--- src/rtl/tmr_pkg.sv ---
package tmr_pkg;
  localparam int BYTE_W   = 8;
  localparam int LOW13_W  = 5;
  localparam int ADDR_W   = 3;
  localparam int NUM_CH   = 2;
  localparam int NIBBLE_W = 4;

  localparam logic [ADDR_W-1:0] ADDR_MODE   = 3'd0;
  localparam logic [ADDR_W-1:0] ADDR_CTRL   = 3'd1;
  localparam logic [ADDR_W-1:0] ADDR_CH0_LO = 3'd2;
  localparam logic [ADDR_W-1:0] ADDR_CH0_HI = 3'd3;
  localparam logic [ADDR_W-1:0] ADDR_CH1_LO = 3'd4;
  localparam logic [ADDR_W-1:0] ADDR_CH1_HI = 3'd5;

  typedef enum logic [1:0] {
    LAYOUT_13BIT  = 2'b00,
    LAYOUT_16BIT  = 2'b01,
    LAYOUT_RELOAD = 2'b10,
    LAYOUT_SPLIT  = 2'b11
  } tmr_layout_e;

  typedef struct packed {
    logic        gate_on;
    logic        pin_src;
    tmr_layout_e layout;
  } tmr_cfg_t;
endpackage

--- src/rtl/tmr_rst_sync.sv ---
module tmr_rst_sync #(
  parameter int STAGES = 2
) (
  input  logic clk,
  input  logic rst_n,
  output logic rst_sync_n
);
  logic [STAGES-1:0] chain_q;

  always_ff @(posedge clk or negedge rst_n) begin
    if (!rst_n) chain_q <= '0;
    else        chain_q <= {chain_q[STAGES-2:0], 1'b1};
  end

  assign rst_sync_n = chain_q[STAGES-1];
endmodule

--- src/rtl/tmr_mc_pacer.sv ---
module tmr_mc_pacer #(
  parameter int CLKS_PER_MC = 12
) (
  input  logic clk,
  input  logic rst_n,
  output logic tick
);
  localparam int CW = $clog2(CLKS_PER_MC);
  localparam logic [CW-1:0] LAST = CW'(CLKS_PER_MC - 1);

  logic [CW-1:0] div_q, div_d;

  assign tick = (div_q == LAST);

  always_comb begin
    if (tick) div_d = '0;
    else      div_d = div_q + CW'(1);
  end

  always_ff @(posedge clk or negedge rst_n) begin
    if (!rst_n) div_q <= '0;
    else        div_q <= div_d;
  end
endmodule

--- src/rtl/tmr_pin_cond.sv ---
module tmr_pin_cond #(
  parameter int SYNC_STAGES = 2
) (
  input  logic clk,
  input  logic rst_n,
  input  logic tick,
  input  logic pin,
  output logic level,
  output logic fall
);
  logic [SYNC_STAGES-1:0] sync_q;
  logic smp_q, smp_d, prev_q, prev_d;

  always_ff @(posedge clk or negedge rst_n) begin
    if (!rst_n) sync_q <= '0;
    else        sync_q <= {sync_q[SYNC_STAGES-2:0], pin};
  end

  assign level = sync_q[SYNC_STAGES-1];

  // sample once per machine cycle; keep the previous sample
  always_comb begin
    smp_d  = smp_q;
    prev_d = prev_q;
    if (tick) begin
      smp_d  = level;
      prev_d = smp_q;
    end
  end

  always_ff @(posedge clk or negedge rst_n) begin
    if (!rst_n) begin
      smp_q  <= 1'b0;
      prev_q <= 1'b0;
    end else begin
      smp_q  <= smp_d;
      prev_q <= prev_d;
    end
  end

  assign fall = prev_q & ~smp_q;
endmodule

--- src/rtl/tmr_channel.sv ---
module tmr_channel
  import tmr_pkg::*;
#(
  parameter bit SPLIT_CAPABLE = 1'b0
) (
  input  logic              clk,
  input  logic              rst_n,
  input  tmr_layout_e       layout,
  input  logic              step,
  input  logic              hi_step,
  input  logic              wr_lo,
  input  logic              wr_hi,
  input  logic [BYTE_W-1:0] wdata,
  output logic [BYTE_W-1:0] lo,
  output logic [BYTE_W-1:0] hi,
  output logic              wrap,
  output logic              hi_wrap
);
  logic [BYTE_W-1:0] lo_q, hi_q, lo_d, hi_d;

  always_comb begin
    lo_d    = lo_q;
    hi_d    = hi_q;
    wrap    = 1'b0;
    hi_wrap = 1'b0;
    case (layout)
      LAYOUT_13BIT: if (step) begin
        {hi_d, lo_d[LOW13_W-1:0]} = {hi_q, lo_q[LOW13_W-1:0]} + (BYTE_W+LOW13_W)'(1);
        wrap = &{hi_q, lo_q[LOW13_W-1:0]};
      end
      LAYOUT_16BIT: if (step) begin
        {hi_d, lo_d} = {hi_q, lo_q} + (2*BYTE_W)'(1);
        wrap = &{hi_q, lo_q};
      end
      LAYOUT_RELOAD: if (step) begin
        if (&lo_q) begin
          lo_d = hi_q;
          wrap = 1'b1;
        end else begin
          lo_d = lo_q + BYTE_W'(1);
        end
      end
      LAYOUT_SPLIT: if (SPLIT_CAPABLE) begin
        if (step) begin
          lo_d = lo_q + BYTE_W'(1);
          wrap = &lo_q;
        end
        if (hi_step) begin
          hi_d    = hi_q + BYTE_W'(1);
          hi_wrap = &hi_q;
        end
      end
      default: ;
    endcase
    if (wr_lo) lo_d = wdata;
    if (wr_hi) hi_d = wdata;
  end

  always_ff @(posedge clk or negedge rst_n) begin
    if (!rst_n) begin
      lo_q <= '0;
      hi_q <= '0;
    end else begin
      lo_q <= lo_d;
      hi_q <= hi_d;
    end
  end

  assign lo = lo_q;
  assign hi = hi_q;
endmodule

--- src/rtl/dual_tmr_unit.sv ---
module dual_tmr_unit
  import tmr_pkg::*;
#(
  parameter int CLKS_PER_MC = 12,
  parameter int SYNC_STAGES = 2
) (
  input  logic              clk,
  input  logic              rst_n,
  input  logic              wr_en,
  input  logic [ADDR_W-1:0] addr,
  input  logic [BYTE_W-1:0] wdata,
  output logic [BYTE_W-1:0] rdata,
  input  logic [NUM_CH-1:0] ext_cnt,
  input  logic [NUM_CH-1:0] ext_gate
);
  logic rst_i_n;
  logic mc_tick;

  logic [BYTE_W-1:0] mode_q, mode_d;
  logic [NUM_CH-1:0] run_q, run_d, flag_q, flag_d, flag_set;
  logic [NUM_CH-1:0] pin_fall, gate_lvl, ch_step, ch_wrap, ch_hi_wrap;
  logic [BYTE_W-1:0] cnt_lo [NUM_CH];
  logic [BYTE_W-1:0] cnt_hi [NUM_CH];
  tmr_cfg_t          cfg    [NUM_CH];
  logic              wr_ctrl, split0;
  logic [NUM_CH-1:0] ctrl_run_bits, ctrl_flag_bits;

  tmr_rst_sync #(.STAGES(2)) u_rst (
    .clk(clk), .rst_n(rst_n), .rst_sync_n(rst_i_n)
  );

  tmr_mc_pacer #(.CLKS_PER_MC(CLKS_PER_MC)) u_pacer (
    .clk(clk), .rst_n(rst_i_n), .tick(mc_tick)
  );

  assign split0 = (cfg[0].layout == LAYOUT_SPLIT);

  for (genvar ch = 0; ch < NUM_CH; ch++) begin : g_ch
    assign cfg[ch] = tmr_cfg_t'(mode_q[ch*NIBBLE_W +: NIBBLE_W]);

    tmr_pin_cond #(.SYNC_STAGES(SYNC_STAGES)) u_cnt_pin (
      .clk(clk), .rst_n(rst_i_n), .tick(mc_tick), .pin(ext_cnt[ch]),
      .level(), .fall(pin_fall[ch])
    );

    tmr_pin_cond #(.SYNC_STAGES(SYNC_STAGES)) u_gate_pin (
      .clk(clk), .rst_n(rst_i_n), .tick(mc_tick), .pin(ext_gate[ch]),
      .level(gate_lvl[ch]), .fall()
    );

    assign ch_step[ch] = mc_tick & run_q[ch]
                       & (~cfg[ch].gate_on | gate_lvl[ch])
                       & (~cfg[ch].pin_src | pin_fall[ch]);

    tmr_channel #(.SPLIT_CAPABLE(ch == 0)) u_chan (
      .clk     (clk),
      .rst_n   (rst_i_n),
      .layout  (cfg[ch].layout),
      .step    (ch_step[ch]),
      .hi_step ((ch == 0) ? (mc_tick & run_q[1]) : 1'b0),
      .wr_lo   (wr_en && (addr == ADDR_CH0_LO + ADDR_W'(2*ch))),
      .wr_hi   (wr_en && (addr == ADDR_CH0_HI + ADDR_W'(2*ch))),
      .wdata   (wdata),
      .lo      (cnt_lo[ch]),
      .hi      (cnt_hi[ch]),
      .wrap    (ch_wrap[ch]),
      .hi_wrap (ch_hi_wrap[ch])
    );
  end

  // flag 1 is taken over by channel 0's high byte in the split layout
  assign flag_set[0] = ch_wrap[0];
  assign flag_set[1] = split0 ? ch_hi_wrap[0] : ch_wrap[1];

  assign wr_ctrl        = wr_en && (addr == ADDR_CTRL);
  assign ctrl_run_bits  = {wdata[6], wdata[4]};
  assign ctrl_flag_bits = {wdata[7], wdata[5]};

  always_comb begin
    mode_d = mode_q;
    if (wr_en && (addr == ADDR_MODE)) mode_d = wdata;
    run_d = wr_ctrl ? ctrl_run_bits : run_q;
    for (int i = 0; i < NUM_CH; i++) begin
      flag_d[i] = flag_set[i] | (flag_q[i] & ~(wr_ctrl & ~ctrl_flag_bits[i]));
    end
  end

  always_ff @(posedge clk or negedge rst_i_n) begin
    if (!rst_i_n) begin
      mode_q <= '0;
      run_q  <= '0;
      flag_q <= '0;
    end else begin
      mode_q <= mode_d;
      run_q  <= run_d;
      flag_q <= flag_d;
    end
  end

  always_comb begin
    case (addr)
      ADDR_MODE:   rdata = mode_q;
      ADDR_CTRL:   rdata = {flag_q[1], run_q[1], flag_q[0], run_q[0], 4'b0000};
      ADDR_CH0_LO: rdata = cnt_lo[0];
      ADDR_CH0_HI: rdata = cnt_hi[0];
      ADDR_CH1_LO: rdata = cnt_lo[1];
      ADDR_CH1_HI: rdata = cnt_hi[1];
      default:     rdata = '0;
    endcase
  end
endmodule

--- config.mk ---
export PLATFORM = sky130hd
export DESIGN_NAME = dual_tmr_unit
export DESIGN_NICKNAME = d
export VERILOG_FILES = /design/src/rtl/tmr_pkg.sv /design/src/rtl/tmr_rst_sync.sv /design/src/rtl/tmr_mc_pacer.sv /design/src/rtl/tmr_pin_cond.sv /design/src/rtl/tmr_channel.sv /design/src/rtl/dual_tmr_unit.sv
export SDC_FILE = /design/constraint.sdc
export NUM_CORES = 1
export LEC_CHECK = 0
export CORE_MARGIN = 2
export CORE_UTILIZATION = 45
export CTS_CLUSTER_SIZE = 40
export DETAILED_ROUTE_END_ITERATION = 10
export PLACE_DENSITY_LB_ADDON = 0.2
export SLEW_MARGIN = 20
export SYNTH_ARGS = -nofsm -noshare
export SYNTH_HDL_FRONTEND = slang
export SYNTH_SLANG_ARGS = --single-unit
export TNS_END_PERCENT = 100
--- constraint.sdc ---
create_clock -name clk -period 2.3 [get_ports clk]
set_input_delay 0.23 -clock clk [delete_from_list [all_inputs] [get_ports clk]]
set_output_delay 0.23 -clock clk [all_outputs]
set_load 0.02 [all_outputs]
==> results_dict.tcl, run 1 <==
set metrics [dict create \
    period_share_pct 95.37 \
    grt_antenna_before_repair 0 \
    num_io_pins 26 \
    critical-path-top-delay-family "compound AO/OA/AOI/OAI gates" \
    detail_route.first_pass.iterations 8 \
    crit_buf_inv 0 \
    io_buffers 25 \
    async_flop_share_pct 100.0 \
    most-common-layout-cells "61 x dfrtp_1, 43 x nand2_1, 41 x nor2_1, 32 x buf_4, 29 x a21oi_1" \
    multi_input_area_sq_mm 0.002589 \
    ys_seq_area_share_pct 35.49 \
    nets 561 \
    overflow 0 \
    hold_path.class "input port to asynchronous set/reset pin" \
    viasPerCell 6.270 \
    clock_skew_ns 0.008091 \
    clock_latency_ns 0.35 \
    coreArea_sq_mm 0.009328 \
    avgSynthCellArea_sq_um 8.886 \
    detail-route-antenna-nets 0 \
    drc 0 \
    routed_wirelength_um 12830 \
    fin_setup_tns_ns 0 \
    netlist_area_sq_mm 0.004372 \
    r2r-end "g_ch[1].u_chan.lo[3]$_DFFE_PN0P_" \
    cts_root_buffer "clkbuf_8" \
    holdWs_ns 0.03173 \
    synth_edf_count 0 \
    yosys.cell_types.count 75 \
    p_per_area_mw_per_mm2 860.5 \
    irDropWorstVdd_mv 0.4099 \
    rsz0062_at_grt "false" \
    cts_tree "yes" \
    syn_inst 492 \
    tightest_slew_ns 0.6209 \
    final_common_cell "dfrtp_1" \
    slowest_stage "dfrtp_1" \
    report.final.slew_viol_count 0 \
    die_y_um 102.6 \
    antenna_cells 0 \
    fin_crit_ns 2.193 \
    cts_setup_buffers 0 \
    cap_violations 0 \
    syn_to_final_growth_pct 16.11 \
    slew_headroom_pct 58.61 \
    dr_total_vias 4151 \
    status "finished, final reports clean" \
    startpoint_type "flop" \
    cts_made_buffers 9 \
    clk_pin_slew_ns 0.07 \
    grt_pass1_wl_um 20650 \
    final_hold_viol_count 0 \
    r2r_cells 6 \
    synth_seq_cells 62 \
    final_area_sq_mm 0.005076 \
    reg2reg_from "g_ch[1].u_chan.lo[0]$_DFFE_PN0P_" \
    drtIter0Drc 445 \
    r2r_setup_slack_ns 0.11 \
    cp.required_ns 2.53 \
    track_usage_pct 25.67 \
    leakage_nw 2.162 \
    htree_levels 3 \
    crit_type "flop to flop" \
    rows 35 \
    die-area_sq_mm 0.01052 \
    synth-main-ff-cell "dfrtp_1" \
    path_max_fanout 7 \
    gp_congestion 0.9480 \
    cts_sinks 62 \
    synth_nets 525 \
    yosysWarnings 0 \
    postCtsHoldBufs 0 \
    grt_pass1_vias 3820 \
    max-clock-path-buffers 2 \
    setup_viol 0 \
    cp.arrival_ns 2.42 \
    dp_hpwl_um 9443 \
    drive_gt1_share_pct 16.32 \
    slowest_delay_ns 0.47 \
    clock.fmax_mhz 455.9 \
    worstPathCellList "ha_1, and4_1, nand3_1, a21o_1, a221oi_1, o21ai_1" \
    grt_max_degree 41 \
    fillers 828 \
    wl_per_cell_um 19.38 \
    regArea_sq_mm 0.001553 \
    placed_area_sq_mm 0.004886 \
    start_util_pct 46.87 \
    end_kind "flop" \
    fp.dieW_um 102.6 \
    startpoint "g_ch[1].u_chan.lo[0]$_DFFE_PN0P_" \
]
[cells by family after synthesis]
| group | after synthesis | share of synthesized area (%) |
|---|---|---|
| compound gates | 157 | 25.90 |
| buf+inv | 53 | 5.495 |
| simple gates | 167 | 20.06 |
| mux | 23 | 5.867 |
| fa+ha+maj | 15 | 4.293 |
| other cells | 1 | 0.08578 |
| xor+xnor | 14 | 2.805 |
| flops | 62 | 35.49 |
[cell usage after synthesis (3+ instances only)]
cell       instances  area share (%)
xnor2_1           12             2.4
and2_1             4            0.57
nor3_1             8            0.92
inv_1             19             1.6
nand2_1           43             3.7
o31ai_1            3            0.52
ha_1              15             4.3
nor2_1            41             3.5
buf_2             12             1.4
o2bb2ai_1          3            0.60
mux2_2            11             2.8
a41oi_1            3            0.60
o32ai_1            3            0.60
a211oi_1           5            0.86
nand2b_1           3            0.43
a21oi_1           29             3.3
a41o_1             3            0.69
mux2i_1           11             2.5
clkbuf_1          16             1.4
dfrtp_1           62              35
a221oi_1          14             2.8
nor2b_1            7             1.0
nand3_1           20             2.3
a211oi_2           8             2.3
o21ai_1            9             1.0
o21ai_0           27             3.1
and3_1             9             1.3
o21a_1             3            0.52
a21oi_2            4            0.80
a31oi_1           15             2.1
nand4_1            8             1.1
clkbuf_4           3            0.52
and4_1             4            0.80
[per-layer routing]
layer,wire (um),GRT usage (%)
met1,5822,37.53
met5,0,0
met4,242,9.128
met2,5707,38.56
met3,1057,4.203
[worst max-delay path by stage]
stage / cells past startpoint / slack, ns / endpoint
after floorplan: 8 / 0.42 / g_ch[0].u_chan.hi[3]$_DFFE_PN0P_
after CTS: 8 / 0.0007 / rdata[2]
final: 6 / 0.11 / g_ch[1].u_chan.lo[3]$_DFFE_PN0P_
after detailed placement: 6 / -0.08 / rdata[0]
after global routing: 6 / 0.006 / g_ch[1].u_chan.lo[3]$_DFFE_PN0P_
after global placement: 6 / -0.1 / rdata[0]
[sequential cells by signal, summed over array words and instances, names as in the netlist]
name                    cells
flag_q                      2
u_rst.chain_q               2
u_pacer.div_q               4
run_q                       2
mode_q                      8
g_ch.u_cnt_pin.prev_q       2
g_ch.u_gate_pin.sync_q      4
g_ch.u_chan.lo             16
g_ch.u_cnt_pin.sync_q       4
g_ch.u_cnt_pin.smp_q        2
g_ch.u_chan.hi             16
[final cells by class]
type                    count  area share (%)
clock buffers              10           2.514
multi-input cells         377           51.00
repair buffers             58           10.01
inverters                  20           1.479
flip-flops and latches     62           30.59
clock inverters             6           1.232
well taps                 129           3.180
[power by group]
group          total (W)  internal [W]  switching [W]
clock network   0.000963      0.000496       0.000467
registers        0.00175       0.00134       0.000419
logic            0.00165      0.000713       0.000937
total            0.00437       0.00255        0.00182
[stage by stage]
stage / power, W / std cells / utilization [%] / setup WS (ns)
2_1_floorplan: 0.002803 / 492 / - / 0.4150
3_3_place_gp: 0.003338 / 646 / 52.38 / -0.09562
3_5_place_dp: 0.003385 / 646 / 52.38 / -0.07517
4_1_cts: 0.004348 / 662 / 54.37 / 0.0007347
5_1_grt: 0.004632 / 662 / 54.42 / 0.006353
6_report: 0.004368 / 662 / 54.42 / 0.1066
[what timing repair did]
item                                   CTS  global route
endpoints found under the hold margin    0             0
setup endpoints to repair                7             2
resized for setup                        7             2
Note: power is estimated with default switching activity, not from simulation.
==> run 2, diff against run 1 <==
Settings changed: RECOVER_POWER from default to 100.
==> run 2 against run 1 <==
Net effect: cell count did not move; sequential share of layout area is 0.43 points higher; design area decreased by 1.5%; via count up 0.41%; critical path depth did not move; non-clock buffer count did not move; die area unchanged; critical path type unchanged.
==> results_dict.tcl, run 2 (same netlist as run 1, synthesis figures left out) <==
set metrics [dict create \
    grt_pass1_vias 3820 \
    crit_type "flop to flop" \
    clock_latency_ns 0.35 \
    cp.arrival_ns 2.43 \
    startpoint_type "flop" \
    viasPerCell 6.296 \
    period_share_pct 95.36 \
    fp.dieW_um 102.6 \
    clock.fmax_mhz 455.9 \
    grt_max_degree 41 \
    clock_skew_ns 0.006856 \
    path_max_fanout 7 \
    grt_pass1_wl_um 20650 \
    worstPathCellList "ha_1, and4_1, nand4_1, a211oi_1, xnor2_1, a21oi_1" \
    drc 0 \
    routed_wirelength_um 12810 \
    clk_pin_slew_ns 0.07 \
    cts_setup_buffers 0 \
    antenna_cells 0 \
    cts_root_buffer "clkbuf_8" \
    tightest_slew_ns 1.055 \
    cp.required_ns 2.53 \
    nets 561 \
    hold_path.class "input port to asynchronous set/reset pin" \
    drive_gt1_share_pct 14.26 \
    num_io_pins 26 \
    final_util_pct 53.62 \
    detail-route-antenna-nets 0 \
    max-clock-path-buffers 2 \
    fin_crit_ns 2.193 \
    dr_total_vias 4168 \
    start_util_pct 46.87 \
    dp_hpwl_um 9443 \
    detail_route.first_pass.iterations 5 \
    slowest_stage "dfrtp_1" \
    rows 35 \
    slew_headroom_pct 29.67 \
    regArea_sq_mm 0.001551 \
    placed_area_sq_mm 0.004886 \
    wl_per_cell_um 19.34 \
    end_kind "flop" \
    track_usage_pct 25.67 \
    power.total_w 0.004336 \
    final_common_cell "dfrtp_1" \
    rsz0062_at_grt "false" \
    die-area_sq_mm 0.01052 \
    io_buffers 25 \
    multi_input_area_sq_mm 0.002559 \
    drtIter0Drc 462 \
    htree_levels 3 \
    fin_setup_tns_ns 0 \
    cap_violations 0 \
    gp_congestion 0.9480 \
    grt_antenna_before_repair 0 \
    dp_cells 646 \
    cts_sinks 62 \
    fillers 844 \
    report.final.slew_viol_count 0 \
    slowest_delay_ns 0.47 \
    cts_made_buffers 9 \
    p_per_area_mw_per_mm2 867.1 \
    die_y_um 102.6 \
    final_cells 662 \
    final_hold_viol_count 0 \
    syn_to_final_growth_pct 14.40 \
    setup_viol 0 \
    overflow 0 \
    status "finished, final reports clean" \
    most-common-layout-cells "62 x dfrtp_1, 43 x nand2_1, 41 x nor2_1, 29 x a21oi_1, 29 x o21ai_0" \
    leakage_nw 2.122 \
    final_area_sq_mm 0.005001 \
    coreArea_sq_mm 0.009328 \
    irDropWorstVdd_mv 0.4087 \
    cts_tree "yes" \
    postCtsHoldBufs 0 \
]
==> run 2: per-stage QoR <==
step	hold slack, ns	worst slack, ns
2_1_floorplan	-0.06559	0.4150
3_3_place_gp	0.2498	-0.09562
3_5_place_dp	0.2572	-0.07517
4_1_cts	0.02370	0.0007347
5_1_grt	0.09796	0.003345
6_report	0.1006	0.1067
==> run 2: worst max-delay path: cells and delay by family (launching register included) <==
family	cells	cell delay [ns]
adder cells (fa/ha/maj)	1	0.25
XOR/XNOR	1	0.17
AND/OR/NAND/NOR	2	0.69
flip-flops	1	0.47
AO/OA/AOI/OAI	2	0.50
==> run 2: where the power goes <==
part,leakage (nW),switching (W),internal [W]
logic,1.29,0.000926,0.000695
registers,0.745,0.000416,0.00134
clock network,0.0883,0.000468,0.000496
==> run 2: what timing repair did <==
item                       4_1_cts  5_1_grt
gates resized for setup          7        2
setup endpoints to repair        7        2
pin swaps                        0        0
==> run 2: area by class of cell <==
type,instances,area share (%)
Multi-Input combinational cell,377,51.16
Timing Repair Buffer,58,9.282
Clock inverter,6,1.251
Inverter,20,1.501
Sequential cell,62,31.02
Tap cell,129,3.227
Clock buffer,10,2.552
==> run 2: metal layers <==
layer	track usage, %	share of wire, %	up-vias
met3	4.203	7.9	30
met4	9.128	2.4	0
li1	-	-	1906
met2	38.56	44	229
met5	0	0	-
met1	37.53	46	2003
==> run 2: final timing paths <==
kind / slack (ns) / startpoint / cells past startpoint / end
worst min register to register: 0.35 / u_rst.chain_q[0]$_DFF_PN0_ / 0 / u_rst.chain_q[1]$_DFF_PN0_
worst min-delay path: 0.10 / rst_n / 1 / u_rst.chain_q[1]$_DFF_PN0_
worst max-delay path: 0.11 / g_ch[1].u_chan.lo[0]$_DFFE_PN0P_ / 6 / g_ch[1].u_chan.hi[6]$_DFFE_PN0P_
max in group asynchronous: 0.41 / u_rst.chain_q[1]$_DFF_PN0_ / 1 / u_pacer.div_q[0]$_DFF_PN0_
worst max register to register: 0.11 / g_ch[1].u_chan.lo[0]$_DFFE_PN0P_ / 6 / g_ch[1].u_chan.hi[6]$_DFFE_PN0P_
min in group clk: 0.35 / u_rst.chain_q[0]$_DFF_PN0_ / 0 / u_rst.chain_q[1]$_DFF_PN0_
